===== src/rtl/ser_stat_pkg.sv =====
package ser_stat_pkg;
  localparam int NCH    = 2;
  localparam int ADDR_W = 3;
  localparam int REG_W  = 8;

  localparam logic [ADDR_W-1:0] ADDR_CTRL = 3'd0;
  localparam logic [ADDR_W-1:0] ADDR_STAT = 3'd4;
  localparam logic [ADDR_W-1:0] ADDR_TDR  = 3'd6;

  // control bits
  localparam int CB_RIE  = 0;
  localparam int CB_TIE  = 1;
  localparam int CB_STOP = 2;
  localparam int CB_SEL  = 3;
  localparam int CB_MAN  = 6;  // 1 = modem lines do not gate

  // status bits
  localparam int SB_TDRE = 0;
  localparam int SB_DCD  = 1;
  localparam int SB_CTS  = 2;
endpackage


===== src/rtl/ser_sync.sv =====
module ser_sync #(
  parameter int W = 1
) (
  input  logic         clk_i,
  input  logic         rst_ni,
  input  logic [W-1:0] d_i,
  output logic [W-1:0] q_o
);
  logic [W-1:0] s1_q, s2_q;

  always_ff @(posedge clk_i or negedge rst_ni) begin
    if (!rst_ni) begin
      s1_q <= '0;
      s2_q <= '0;
    end else begin
      s1_q <= d_i;
      s2_q <= s1_q;
    end
  end

  assign q_o = s2_q;
endmodule


===== src/rtl/ser_chan.sv =====
module ser_chan
  import ser_stat_pkg::*;
#(
  parameter bit AUTO_CTS = 1'b0
) (
  input  logic             clk_i,
  input  logic             rst_ni,
  input  logic             ctrl_wr_i,
  input  logic             tdr_wr_i,
  input  logic             stat_rd_i,
  input  logic [REG_W-1:0] wdata_i,
  input  logic             dcd_s_i,
  input  logic             cts_s_i,
  input  logic             tx_load_i,
  output logic [REG_W-1:0] ctrl_o,
  output logic [REG_W-1:0] stat_o,
  output logic             tx_valid_o,
  output logic [REG_W-1:0] tx_data_o,
  output logic             tx_en_o,
  output logic             rx_rst_o,
  output logic             irq_o,
  output logic             stop_o,
  output logic             tdre_o,
  output logic             dcd_o
);
  logic [REG_W-1:0] ctrl_q, data_q;
  logic dcd_d, dcd_q, rx_pend_q, full_q;
  logic rie, tie, man, cts_block, rise, fell, wr_ok;

  assign rie    = ctrl_q[CB_RIE];
  assign tie    = ctrl_q[CB_TIE];
  assign stop_o = ctrl_q[CB_STOP];
  assign man    = ctrl_q[CB_MAN];

  assign rise  = dcd_s_i & ~dcd_d;
  assign fell  = ~dcd_s_i & dcd_d;
  assign wr_ok = tdr_wr_i & ~stop_o;

  generate
    if (AUTO_CTS) begin : g_cts
      assign cts_block = ~man & cts_s_i;
    end else begin : g_nocts
      assign cts_block = 1'b0;
    end
  endgenerate

  always_ff @(posedge clk_i or negedge rst_ni) begin
    if (!rst_ni) begin
      ctrl_q    <= '0;
      data_q    <= '0;
      dcd_d     <= 1'b0;
      dcd_q     <= 1'b0;
      rx_pend_q <= 1'b0;
      full_q    <= 1'b0;
    end else begin
      if (ctrl_wr_i) ctrl_q <= wdata_i;
      dcd_d <= dcd_s_i;
      // read coincident with fall counts as read-before-fall
      if (dcd_s_i)                dcd_q <= 1'b1;
      else if (stat_rd_i && !fell) dcd_q <= 1'b0;
      if (!rie)           rx_pend_q <= 1'b0;
      else if (rise)      rx_pend_q <= 1'b1;
      else if (stat_rd_i) rx_pend_q <= 1'b0;
      if (stop_o)         full_q <= 1'b0;
      else if (tdr_wr_i)  full_q <= 1'b1;
      else if (tx_load_i) full_q <= 1'b0;
      if (wr_ok) data_q <= wdata_i;
    end
  end

  assign dcd_o      = dcd_s_i | dcd_q;
  assign tdre_o     = stop_o | (~full_q & ~cts_block);
  assign tx_valid_o = full_q & ~stop_o;
  assign tx_data_o  = data_q;
  assign tx_en_o    = ~cts_block;
  assign rx_rst_o   = ~man & dcd_s_i;
  assign irq_o      = rx_pend_q | (tie & tdre_o);
  assign ctrl_o     = ctrl_q;

  always_comb begin
    stat_o          = '0;
    stat_o[SB_TDRE] = tdre_o;
    stat_o[SB_DCD]  = dcd_o;
    stat_o[SB_CTS]  = cts_s_i;
  end
endmodule


===== src/rtl/ser_stat_top.sv =====
module ser_stat_top
  import ser_stat_pkg::*;
(
  input  logic                   clk_i,
  input  logic                   rst_ni,
  input  logic [ADDR_W-1:0]      addr_i,
  input  logic                   wr_i,
  input  logic                   rd_i,
  input  logic [REG_W-1:0]       wdata_i,
  output logic [REG_W-1:0]       rdata_o,
  input  logic [NCH-1:0]         dcd_i,
  input  logic                   cts0_i,
  input  logic                   pin1_i,
  output logic                   rxd1_o,
  output logic [NCH-1:0]         tx_valid_o,
  output logic [NCH*REG_W-1:0]   tx_data_o,
  input  logic [NCH-1:0]         tx_load_i,
  output logic [NCH-1:0]         tx_en_o,
  output logic [NCH-1:0]         rx_rst_o,
  output logic [NCH-1:0]         irq_o
);
  localparam int SW = NCH + 2;

  logic [SW-1:0]    raw, synced;
  logic [NCH-1:0]   dcd_s, cts_s, stop_w, tdre_w, dcd_w;
  logic [REG_W-1:0] ctrl_w [NCH];
  logic [REG_W-1:0] stat_w [NCH];
  logic             sel1;

  assign raw = {pin1_i, cts0_i, dcd_i};

  ser_sync #(.W(SW)) u_sync (
    .clk_i (clk_i),
    .rst_ni(rst_ni),
    .d_i   (raw),
    .q_o   (synced)
  );

  assign sel1     = ctrl_w[1][CB_SEL];
  assign dcd_s    = synced[NCH-1:0];
  assign cts_s[0] = synced[NCH];
  assign cts_s[1] = synced[NCH+1] & sel1;
  assign rxd1_o   = sel1 ? 1'b1 : pin1_i;

  for (genvar c = 0; c < NCH; c++) begin : g_ch
    ser_chan #(.AUTO_CTS(c == 0)) u_chan (
      .clk_i     (clk_i),
      .rst_ni    (rst_ni),
      .ctrl_wr_i (wr_i && addr_i == ADDR_W'(ADDR_CTRL + c)),
      .tdr_wr_i  (wr_i && addr_i == ADDR_W'(ADDR_TDR + c)),
      .stat_rd_i (rd_i && addr_i == ADDR_W'(ADDR_STAT + c)),
      .wdata_i   (wdata_i),
      .dcd_s_i   (dcd_s[c]),
      .cts_s_i   (cts_s[c]),
      .tx_load_i (tx_load_i[c]),
      .ctrl_o    (ctrl_w[c]),
      .stat_o    (stat_w[c]),
      .tx_valid_o(tx_valid_o[c]),
      .tx_data_o (tx_data_o[c*REG_W +: REG_W]),
      .tx_en_o   (tx_en_o[c]),
      .rx_rst_o  (rx_rst_o[c]),
      .irq_o     (irq_o[c]),
      .stop_o    (stop_w[c]),
      .tdre_o    (tdre_w[c]),
      .dcd_o     (dcd_w[c])
    );
  end

  always_comb begin
    rdata_o = '0;
    for (int c = 0; c < NCH; c++) begin
      if (addr_i == ADDR_W'(ADDR_CTRL + c)) rdata_o = ctrl_w[c];
      if (addr_i == ADDR_W'(ADDR_STAT + c)) rdata_o = stat_w[c];
    end
  end
endmodule


===== config.mk =====
export PLATFORM = sky130hd
export DESIGN_NAME = ser_stat_top
export DESIGN_NICKNAME = d
export VERILOG_FILES = /design/src/rtl/ser_stat_pkg.sv /design/src/rtl/ser_sync.sv /design/src/rtl/ser_chan.sv /design/src/rtl/ser_stat_top.sv
export SDC_FILE = /design/constraint.sdc
export NUM_CORES = 1
export LEC_CHECK = 0
export BUFFER_PORTS_ARGS = -buffer_cell sky130_fd_sc_hd__buf_2
export CELL_PAD_IN_SITES_DETAIL_PLACEMENT = 2
export CELL_PAD_IN_SITES_GLOBAL_PLACEMENT = 2
export CORE_MARGIN = 10
export CORE_UTILIZATION = 38
export CTS_CLUSTER_SIZE = 30
export DETAILED_ROUTE_END_ITERATION = 8
export GPL_TIMING_DRIVEN = 0
export PLACE_DENSITY_LB_ADDON = 0.1
export SYNTH_ARGS = -nofsm -noshare
export SYNTH_HDL_FRONTEND = slang
export SYNTH_HIERARCHICAL = 1
export SYNTH_SLANG_ARGS = --single-unit

===== constraint.sdc =====
create_clock -name clk_i -period 2.4 [get_ports clk_i]
set_clock_uncertainty 0.1 [all_clocks]
set_input_delay 0.48 -clock clk_i [delete_from_list [all_inputs] [get_ports clk_i]]
set_output_delay 0.48 -clock clk_i [all_outputs]
set_load 0.05 [all_outputs]

==> results of run 1 <==
## kinds of logic (layout without fill, tap and decap cells)
kind of cell,count (synthesis),count (layout),synth area share
AOI/OAI and AO/OA,18,18,0.04911
buffers and inverters,32,91,0.1030
DFF,48,48,0.5125
muxes,48,48,0.2477
other,3,11,0.004805
and+or+nand+nor,31,31,0.08276
## registers in the layout, indices dropped and copies added, names as in the netlist
name                   cells
g_ch.u_chan/ctrl_o        16
g_ch.u_chan/dcd_d          2
g_ch.u_chan/dcd_q          2
g_ch.u_chan/full_q         2
g_ch.u_chan/rx_pend_q      2
g_ch.u_chan/tx_data_o     16
u_sync/q_o                 4
u_sync/s1_q                4
## metal layers
| layer | up-vias | part of all wire |
|---|---|---|
| met5 | - | 0 |
| met4 | 0 | 0.013 |
| met3 | 7 | 0.052 |
| met2 | 36 | 0.50 |
| met1 | 768 | 0.44 |
| li1 | 711 | - |
## power groups by stage
stage / Combinational [mW] / Sequential (mW) / Clock, mW
after floorplan: 0.426 / 1.24 / 0
after global placement: 0.812 / 1.05 / 0
after detailed placement: 0.830 / 1.06 / 0
after CTS: 0.831 / 1.04 / 0.561
after global routing: 0.869 / 1.07 / 0.596
final: 0.820 / 1.04 / 0.538
## layout by cell type (no fill, tap or decap)
cell type	synthesis	layout
buf_2	3	54
dfrtp_1	48	48
buf_4	19	19
mux2i_1	16	16
mux2_2	16	16
mux2_4	16	16
nand2b_1	11	11
conb_1	3	11
o22ai_1	8	8
nor2_1	6	6
clkbuf_8	0	6
inv_1	5	5
buf_6	4	4
or2_2	3	3
nor2b_1	3	3
a21oi_1	3	3
a21o_1	3	3
inv_6	0	2
nand2b_4	2	2
a21boi_0	2	2
or2_1	1	1
or2b_1	1	1
buf_12	1	1
and2_1	1	1
nand3_1	1	1
nand2_1	1	1
o21bai_1	1	1
and2b_2	1	1
o21ai_0	1	1
## how the worst max path moves through the flow
stage             startpoint    endpoint  slack [ns]  cells after the start
5_1_grt        u_sync/q_o[1]  rdata_o[1]        0.01                      5
4_1_cts        u_sync/q_o[1]  rdata_o[1]        0.10                      5
3_5_place_dp       addr_i[1]  rdata_o[3]        0.28                      5
3_3_place_gp       addr_i[0]  rdata_o[3]        0.29                      5
2_1_floorplan      addr_i[2]  rdata_o[3]        0.17                      4
6_report       u_sync/q_o[1]  rdata_o[1]        0.12                      5
## per-stage QoR
| stage | utilization | setup slack (ns) | std cells |
|---|---|---|---|
| detailed placement | 0.4571 | 0.2808 | 314 |
| global placement | 0.4571 | 0.2915 | 314 |
| CTS | 0.4740 | 0.1032 | 322 |
| floorplan | - | 0.1735 | 188 |
| finish | 0.4740 | 0.1224 | 322 |
| global route | 0.4740 | 0.01042 | 322 |
## critical path: stages, from the launching register on
cell and delay, ns:
dfrtp_1 0.45, or2_2 0.31, buf_4 0.13, mux2i_1 0.16, o22ai_1 0.11, buf_2 0.22
## final cells by class
class / instances / share of cell area
Sequential cell: 48 / 0.4255
Multi-Input combinational cell: 108 / 0.3298
Timing Repair Buffer: 51 / 0.09043
Buffer: 27 / 0.07890
Tap cell: 75 / 0.03324
Clock buffer: 6 / 0.02926
Inverter: 5 / 0.006649
Clock inverter: 2 / 0.006206
==> impl_metrics.ini, run 1 <==
[clock_network]
clkLatencyLatePin_ns = 0.31
cts.repair.resized = 0
path_clk_slew_ns = 0.10
root_buffer = clkbuf_8
cts.sinks = 48
holdBufCountCts = 0
cts_tree = built
htreeDepth = 2
numCtsBuffers = 5
clk_path_buf_depth = 2
post_cts_buffers = 0

[grt]
use_met1 = 0.1495
grt_start_max_net_pins = 49
grt_use_total = 0.1273
grt_pass1_wl_mm = 9.853
grt_util_met2 = 0.2163
grt_use_met3 = 0.03980
busiest_layer = met2
overflow = 0
antenna_found_initial = 0
first_global_vias = 1810

[worst_setup_path]
cp_max_fo = 5
startpoint_type = flop
reg2reg_to = g_ch[0].u_chan/tx_data_o[7]
required_ns = 1.82
critical_path_arrival_ns = 1.70
worst_setup_path_end_kind = output port
reg2reg_depth = 3
worstSetupPathType = reg2out
r2r_start = g_ch[0].u_chan/ctrl_o[2]
r2r_slack_ns = 1.03

[placement]
port_buffers = 51
gp_congestion = 0.7008
placed_area_um2 = 2723
dp_hpwl_mm = 4.530

[timing]
finalSetupViolCount = 0
rsz0062_at_grt = no
slew_headroom = 0.2529
holdWs_ns = 0.1651
setup_tns_ns = 0
hold_viol_final = 0
timing.final.crit_share = 0.9490
finalMaxSlewViolations = 0
worst_pin_slew_ns = 1.121
period_minus_slack_ns = 2.278
fmax_ghz = 0.4391

[synthesis]
seq_area_frac_synth = 0.5125
netlist_area_um2 = 2343
yosysTopAreaCell = dfrtp_1
synth_common_cells = 48 x dfrtp_1, 19 x buf_4, 16 x mux2_2, 16 x mux2_4, 16 x mux2i_1
synthFlopType = dfrtp_1
synth.distinct_cells = 27
synth_most_common_cell = dfrtp_1
syn_inst = 180
synth_top_area_share = 0.5125
ys_seq_elements = 48
postSynthAreaPerCell_um2 = 13.02
synthTopCellsByArea = dfrtp_1 51%, mux2_4 10%, mux2_2 7.7%
synth_edf_count = 0
ys_async_sr_fraction = 1.000
yosysWarnings = 6

[pwr]
seqPwrFrac = 0.434
vdd_drop_max_mv = 0.4693
power_switching_mw = 0.9179
power_density_nw_per_um2 = 849.5
finalPower_mw = 2.398
p_int_mw = 1.480
switching_share = 0.3828
p_leak_nw = 1.450
p_comb_frac = 0.342
clkPwrFrac = 0.224

[routing]
firstDrtPassIters = 4
totalWireLength_mm = 5.943
drc = 0
vias_per_cell = 4.727
vias = 1522
wl_per_cell_um = 18.46
dr.first_iter.drc_count = 31
ant_nets = 0

[die]
fp.dieArea_um2 = 9708
fp-row-count = 28
die_h_um = 98.53
core-area_um2 = 5956
start_util = 0.3935
die_x_um = 98.53
io_pins = 54

[finish]
multi_input_area_um2 = 930.9
fin_nets = 267
nFillCells = 648
diodes = 0
area_growth_pct = 20.45
drive_above_1_share = 0.5020
regArea_um2 = 1201
fin_area_um2 = 2823

[min_path]
worstHoldPathCells = 1
min_path_type = in2reg
hold_end = u_sync/s1_q[1]
min-delay-start = dcd_i[1]

[status]
status = finished, final reports clean

[flow_run]
cap_violations = 0
Note: power is estimated with default switching activity, not from simulation.
==> inputs of run 2 (changes only) <==
- ABC_AREA: unset -> 1
- CORE_UTILIZATION: 38 -> 34
- SETUP_SLACK_MARGIN: unset -> 0.05
- SLEW_MARGIN: unset -> 20
==> impl_metrics.ini, run 2 <==
[status]
status = finished, final reports clean

[clock_network]
cts_tree = built
cts.repair.resized = 0
cts.sinks = 48
post_cts_buffers = 0
holdBufCountCts = 0
path_clk_slew_ns = 0.09
root_buffer = clkbuf_8
clkLatencyLatePin_ns = 0.29
numCtsBuffers = 5
clk_path_buf_depth = 2
htreeDepth = 2

[worst_setup_path]
startpoint_type = flop
r2r_slack_ns = 1.25
cp_max_fo = 3
reg2reg_to = g_ch[0].u_chan/tx_data_o[6]
reg2reg_depth = 5
required_ns = 1.82
worst_setup_path_end_kind = output port
worstSetupPathType = reg2out
critical_path_arrival_ns = 1.61
r2r_start = g_ch[0].u_chan/ctrl_o[2]

[synthesis]
synth_most_common_cell = dfrtp_1
syn_inst = 277
synth_mux_area_frac = 0
synth-compound-area-share = 0.09029
ys_seq_elements = 48
yosysTopAreaCell = dfrtp_1
synth_fa_ha_area_frac = 0
synthFlopType = dfrtp_1
synth_xor_area_frac = 0
seq_area_frac_synth = 0.5039
synthTopCellsByArea = dfrtp_1 50%, buf_4 6.9%, nand2_1 6.3%
synth_top_family_by_area = simple AND/OR/NAND/NOR gates
synth_simple_gate_area_share = 0.2362
synth_edf_count = 0
ys_async_sr_fraction = 1.000
synth.distinct_cells = 23
synth_common_cells = 48 x dfrtp_1, 40 x nand2_1, 38 x inv_1
netlist_area_um2 = 2384
postSynthAreaPerCell_um2 = 8.605
synth_top_area_share = 0.5039
yosysWarnings = 6

[grt]
grt_start_max_net_pins = 26
grt_pass1_wl_mm = 12.09
antenna_found_initial = 0
first_global_vias = 2349
overflow = 0
grt_use_total = 0.1351

[flow_run]
cap_violations = 0

[timing]
timing.final.ws_setup_ns = 0.2069
finalMaxSlewViolations = 0
fmax_ghz = 0.4560
period_minus_slack_ns = 2.193
slew_headroom = 0.5317
worst_pin_slew_ns = 0.6967
timing.final.crit_share = 0.9138
hold_viol_final = 0
finalSetupViolCount = 0
setup_tns_ns = 0
rsz0062_at_grt = no

[routing]
ant_nets = 0
firstDrtPassIters = 4
vias_per_cell = 4.587
vias = 2023
totalWireLength_mm = 7.024
drc = 0
wl_per_cell_um = 15.93
dr.first_iter.drc_count = 78

[die]
io_pins = 54
die_x_um = 103.7
die_h_um = 103.7
core-area_um2 = 6794
fp-row-count = 30
fp.dieArea_um2 = 10760
start_util = 0.3508

[min_path]
min_path_type = in2async

[placement]
dp_cells = 433
port_buffers = 51
dp_hpwl_mm = 5.671
gp_congestion = 0.7446
dp_slack_ns = 0.3065

[finish]
layout_common_cells = 51 x buf_2, 48 x dfrtp_1, 40 x nand2_1
area_growth_pct = 23.41
final_core_util = 0.4330
multi_input_area_um2 = 825.8
diodes = 0
regArea_um2 = 1201
drive_above_1_share = 0.3217
layout_commonest_cell = buf_2
fin_nets = 365
fin_cells = 441
nFillCells = 795

[pwr]
finalPower_mw = 2.632
vdd_drop_max_mv = 0.3797
power_density_nw_per_um2 = 894.7
p_leak_nw = 1.574
-- run 2: cells by family (layout without fill, tap and decap cells) --
logic type / Yosys count / count (layout)
buffers and inverters: 70 / 130
DFF: 48 / 48
and+or+nand+nor: 122 / 122
AOI/OAI and AO/OA: 34 / 34
other: 3 / 11
-- run 2: layer usage --
layer | track usage | wire [µm]
met3 | 0.02726 | 216
met2 | 0.2297 | 3546
met4 | 0.02485 | 80
met5 | 0 | 0
met1 | 0.1735 | 3180
-- run 2: worst max-delay path by stage --
stage                                        start                        to  slack [ns]  cells past startpoint
final                                u_sync/q_o[2]                rdata_o[0]        0.21                      7
after global routing      g_ch[0].u_chan/ctrl_o[6]                rdata_o[0]        0.06                      6
after CTS                            u_sync/q_o[2]                rdata_o[0]        0.22                      7
after detailed placement                 addr_i[0]                rdata_o[1]        0.31                      6
after global placement                   addr_i[0]  g_ch[0].u_chan/ctrl_o[6]        0.08                      5
after floorplan           g_ch[1].u_chan/ctrl_o[2]                  irq_o[1]        0.21                      2
-- run 2: area by class of cell --
type | count | area share
clock buffer | 7 | 0.03275
timing repair buffer | 52 | 0.09358
sequential | 48 | 0.4083
multi-input combinational | 167 | 0.2807
tap | 96 | 0.04083
buffer | 28 | 0.07912
inverter | 42 | 0.05445
clock inverter | 1 | 0.01021
-- run 2: stage by stage --
stage | hold WS (ns) | cell area [µm²]
3_5_place_dp | 0.2379 | 2815
3_3_place_gp | 0.2323 | 2789
5_1_grt | 0.09601 | 2942
4_1_cts | 0.08730 | 2942
2_1_floorplan | 0.08441 | 2414
6_report | 0.06785 | 2942
-- run 2: power breakdown --
group	internal [mW]	total (mW)	switching [mW]
sequential	0.961	1.06	0.0981
combinational	0.239	0.930	0.692
clock	0.368	0.642	0.274
total	1.57	2.63	1.06
-- run 2: worst max-delay path, cell delays in order (launching register included) --
cell     delay [ns]
dfrtp_1        0.40
inv_1          0.07
nor2_1         0.05
o21ai_0        0.20
buf_4          0.14
nand3_1        0.07
nand4_1        0.11
buf_2          0.27
==> inputs of run 3 (changes only) <==
- CORE_UTILIZATION: 34 -> 28
- clock period: 2.4 -> 1.8 ns (I/O delays scaled with it)
==> impl_metrics.ini, run 3 (synthesis results as in run 2) <==
[worst_setup_path]
required_ns = 1.34
worst_setup_path_end_kind = output port
startpoint_type = flop
timing.critical_path.buf_inv = 3
cp_cell_sequence = buf_4 -> buf_4 -> nand3_1 -> nand4_1 -> buf_6
critical_path_arrival_ns = 1.34
slowest_stage = dfrtp_1
cp_max_fo = 2
cpLargestDelayFamily = buffers and inverters
cpPeakStageDelay_ns = 0.41
worstSetupPathType = reg2out
crit_top_cell = buf_4

[routing]
wl_per_cell_um = 15.87
vias_per_cell = 4.505
firstDrtPassIters = 4
drc = 0
ant_nets = 0
totalWireLength_mm = 7.314
dr.first_iter.drc_count = 42
vias = 2077

[finish]
layout_common_cells = 47 x dfrtp_1, 36 x buf_2, 35 x nand2_1
final_core_util = 0.3830
diodes = 0
area_growth_pct = 32.70
layout_commonest_cell = dfrtp_1
fin_nets = 376
fin_area_um2 = 3163
fin_cells = 461
drive_above_1_share = 0.3961

[clock_network]
clk_path_buf_depth = 2
path_clk_slew_ns = 0.08
clkLatencyLatePin_ns = 0.30
cts_tree = built
cts.sinks = 48
htreeDepth = 2
root_buffer = clkbuf_8
numCtsBuffers = 5

[timing]
fmax_ghz = 0.5552
timing.final.ws_setup_ns = -0.001162
worst_pin_slew_ns = 0.7217
timing.final.crit_share = 1.001
rsz0062_at_grt = yes
holdWs_ns = 0.06287
slew_headroom = 0.5148
finalSetupViolCount = 1
finalMaxSlewViolations = 0
period_minus_slack_ns = 1.801
hold_viol_final = 0

[pwr]
vdd_drop_max_mv = 0.4764
p_leak_nw = 1.641
power_density_nw_per_um2 = 1131

[min_path]
min_path_type = in2reg

[die]
start_util = 0.2886
die_h_um = 112.3
fp-row-count = 33
fp.dieArea_um2 = 12600
die_x_um = 112.3
io_pins = 54
core-area_um2 = 8258

[grt]
antenna_found_initial = 0
first_global_vias = 2360
grt_use_total = 0.1194
grt_start_max_net_pins = 49
overflow = 0
grt_pass1_wl_mm = 12.45

[placement]
dp_hpwl_mm = 5.527
dp_cells = 441
placed_area_um2 = 2811
port_buffers = 51
dp_slack_ns = -0.1022
gp_congestion = 0.7425

[status]
status = finished with violations
violations = negative setup slack

[flow_run]
cap_violations = 0
[run 3: cell count changes in the layout (fill, tap and decap cells not counted), sizes merged]
cell / before / now
buf: 80 / 89
clkinv: 0 / 1
dlygate4sd3: 0 / 1
[run 3: what timing repair did]
action / 4_1_cts / 5_1_grt
setup buffers: 14 / 0
pin swaps: 11 / 10
setup endpoints to repair: 7 / 15
cloned: 0 / 1
endpoints found under the hold margin: 18 / 0
gates resized for setup: 25 / 37
hold buffers: 1 / 0
[run 3: stage by stage]
step / setup TNS, ns / power [mW]
final: -0.001162 / 3.578
after global routing: -0.1175 / 3.806
after CTS: -0.01002 / 3.581
after detailed placement: -1.263 / 2.693
after global placement: -0.8630 / 2.667
after floorplan: 0 / 2.337
[run 3: final cells by class]
| cell class | count | area [µm²] |
|---|---|---|
| Buffer | 24 | 206.4 |
| Clock buffer | 6 | 72.57 |
| Clock inverter | 2 | 35.03 |
| Fill cell | 974 | 5095 |
| Inverter | 42 | 165.2 |
| Multi-Input combinational cell | 167 | 874.6 |
| Sequential cell | 48 | 1202 |
| Tap cell | 105 | 131.4 |
| Timing Repair Buffer | 67 | 475.5 |
[run 3: worst paths after layout]
path	start	endpoint	slack [ns]	cells after the start
max	u_sync/q_o[2]	rdata_o[2]	-0.001	5
min	dcd_i[1]	u_sync/s1_q[1]	0.06	1
max reg2reg	g_ch[0].u_chan/ctrl_o[2]	g_ch[0].u_chan/tx_data_o[7]	0.58	6
min reg2reg	u_sync/s1_q[0]	u_sync/q_o[0]	0.25	0
max in group asynchronous	rst_ni	g_ch[1].u_chan/ctrl_o[3]	0.65	2
min in group asynchronous	rst_ni	g_ch[0].u_chan/tx_data_o[2]	0.51	2
[run 3: report_power, final]
part / switching, mW / internal (mW) / leakage, nW
logic: 0.958 / 0.423 / 1.01
clock network: 0.367 / 0.413 / 0.0552
registers: 0.135 / 1.28 / 0.574
[run 3: worst reg2reg max path, stage by stage, from the launching register on]
cell and delay, ns:
dfrtp_1 0.41, inv_4 0.09, buf_4 0.14, nand2_2 0.09
buf_6 0.18, nand2_2 0.06, o21ai_2 0.05
[run 3: layer usage]
metal / part of all wire / vias to the layer above / track usage
met3: 0.050 / 6 / 0.03088
met5: 0 / - / 0
met2: 0.49 / 38 / 0.1985
li1: - / 1005 / -
met1: 0.45 / 1028 / 0.1511
met4: 0.010 / 0 / 0.02792
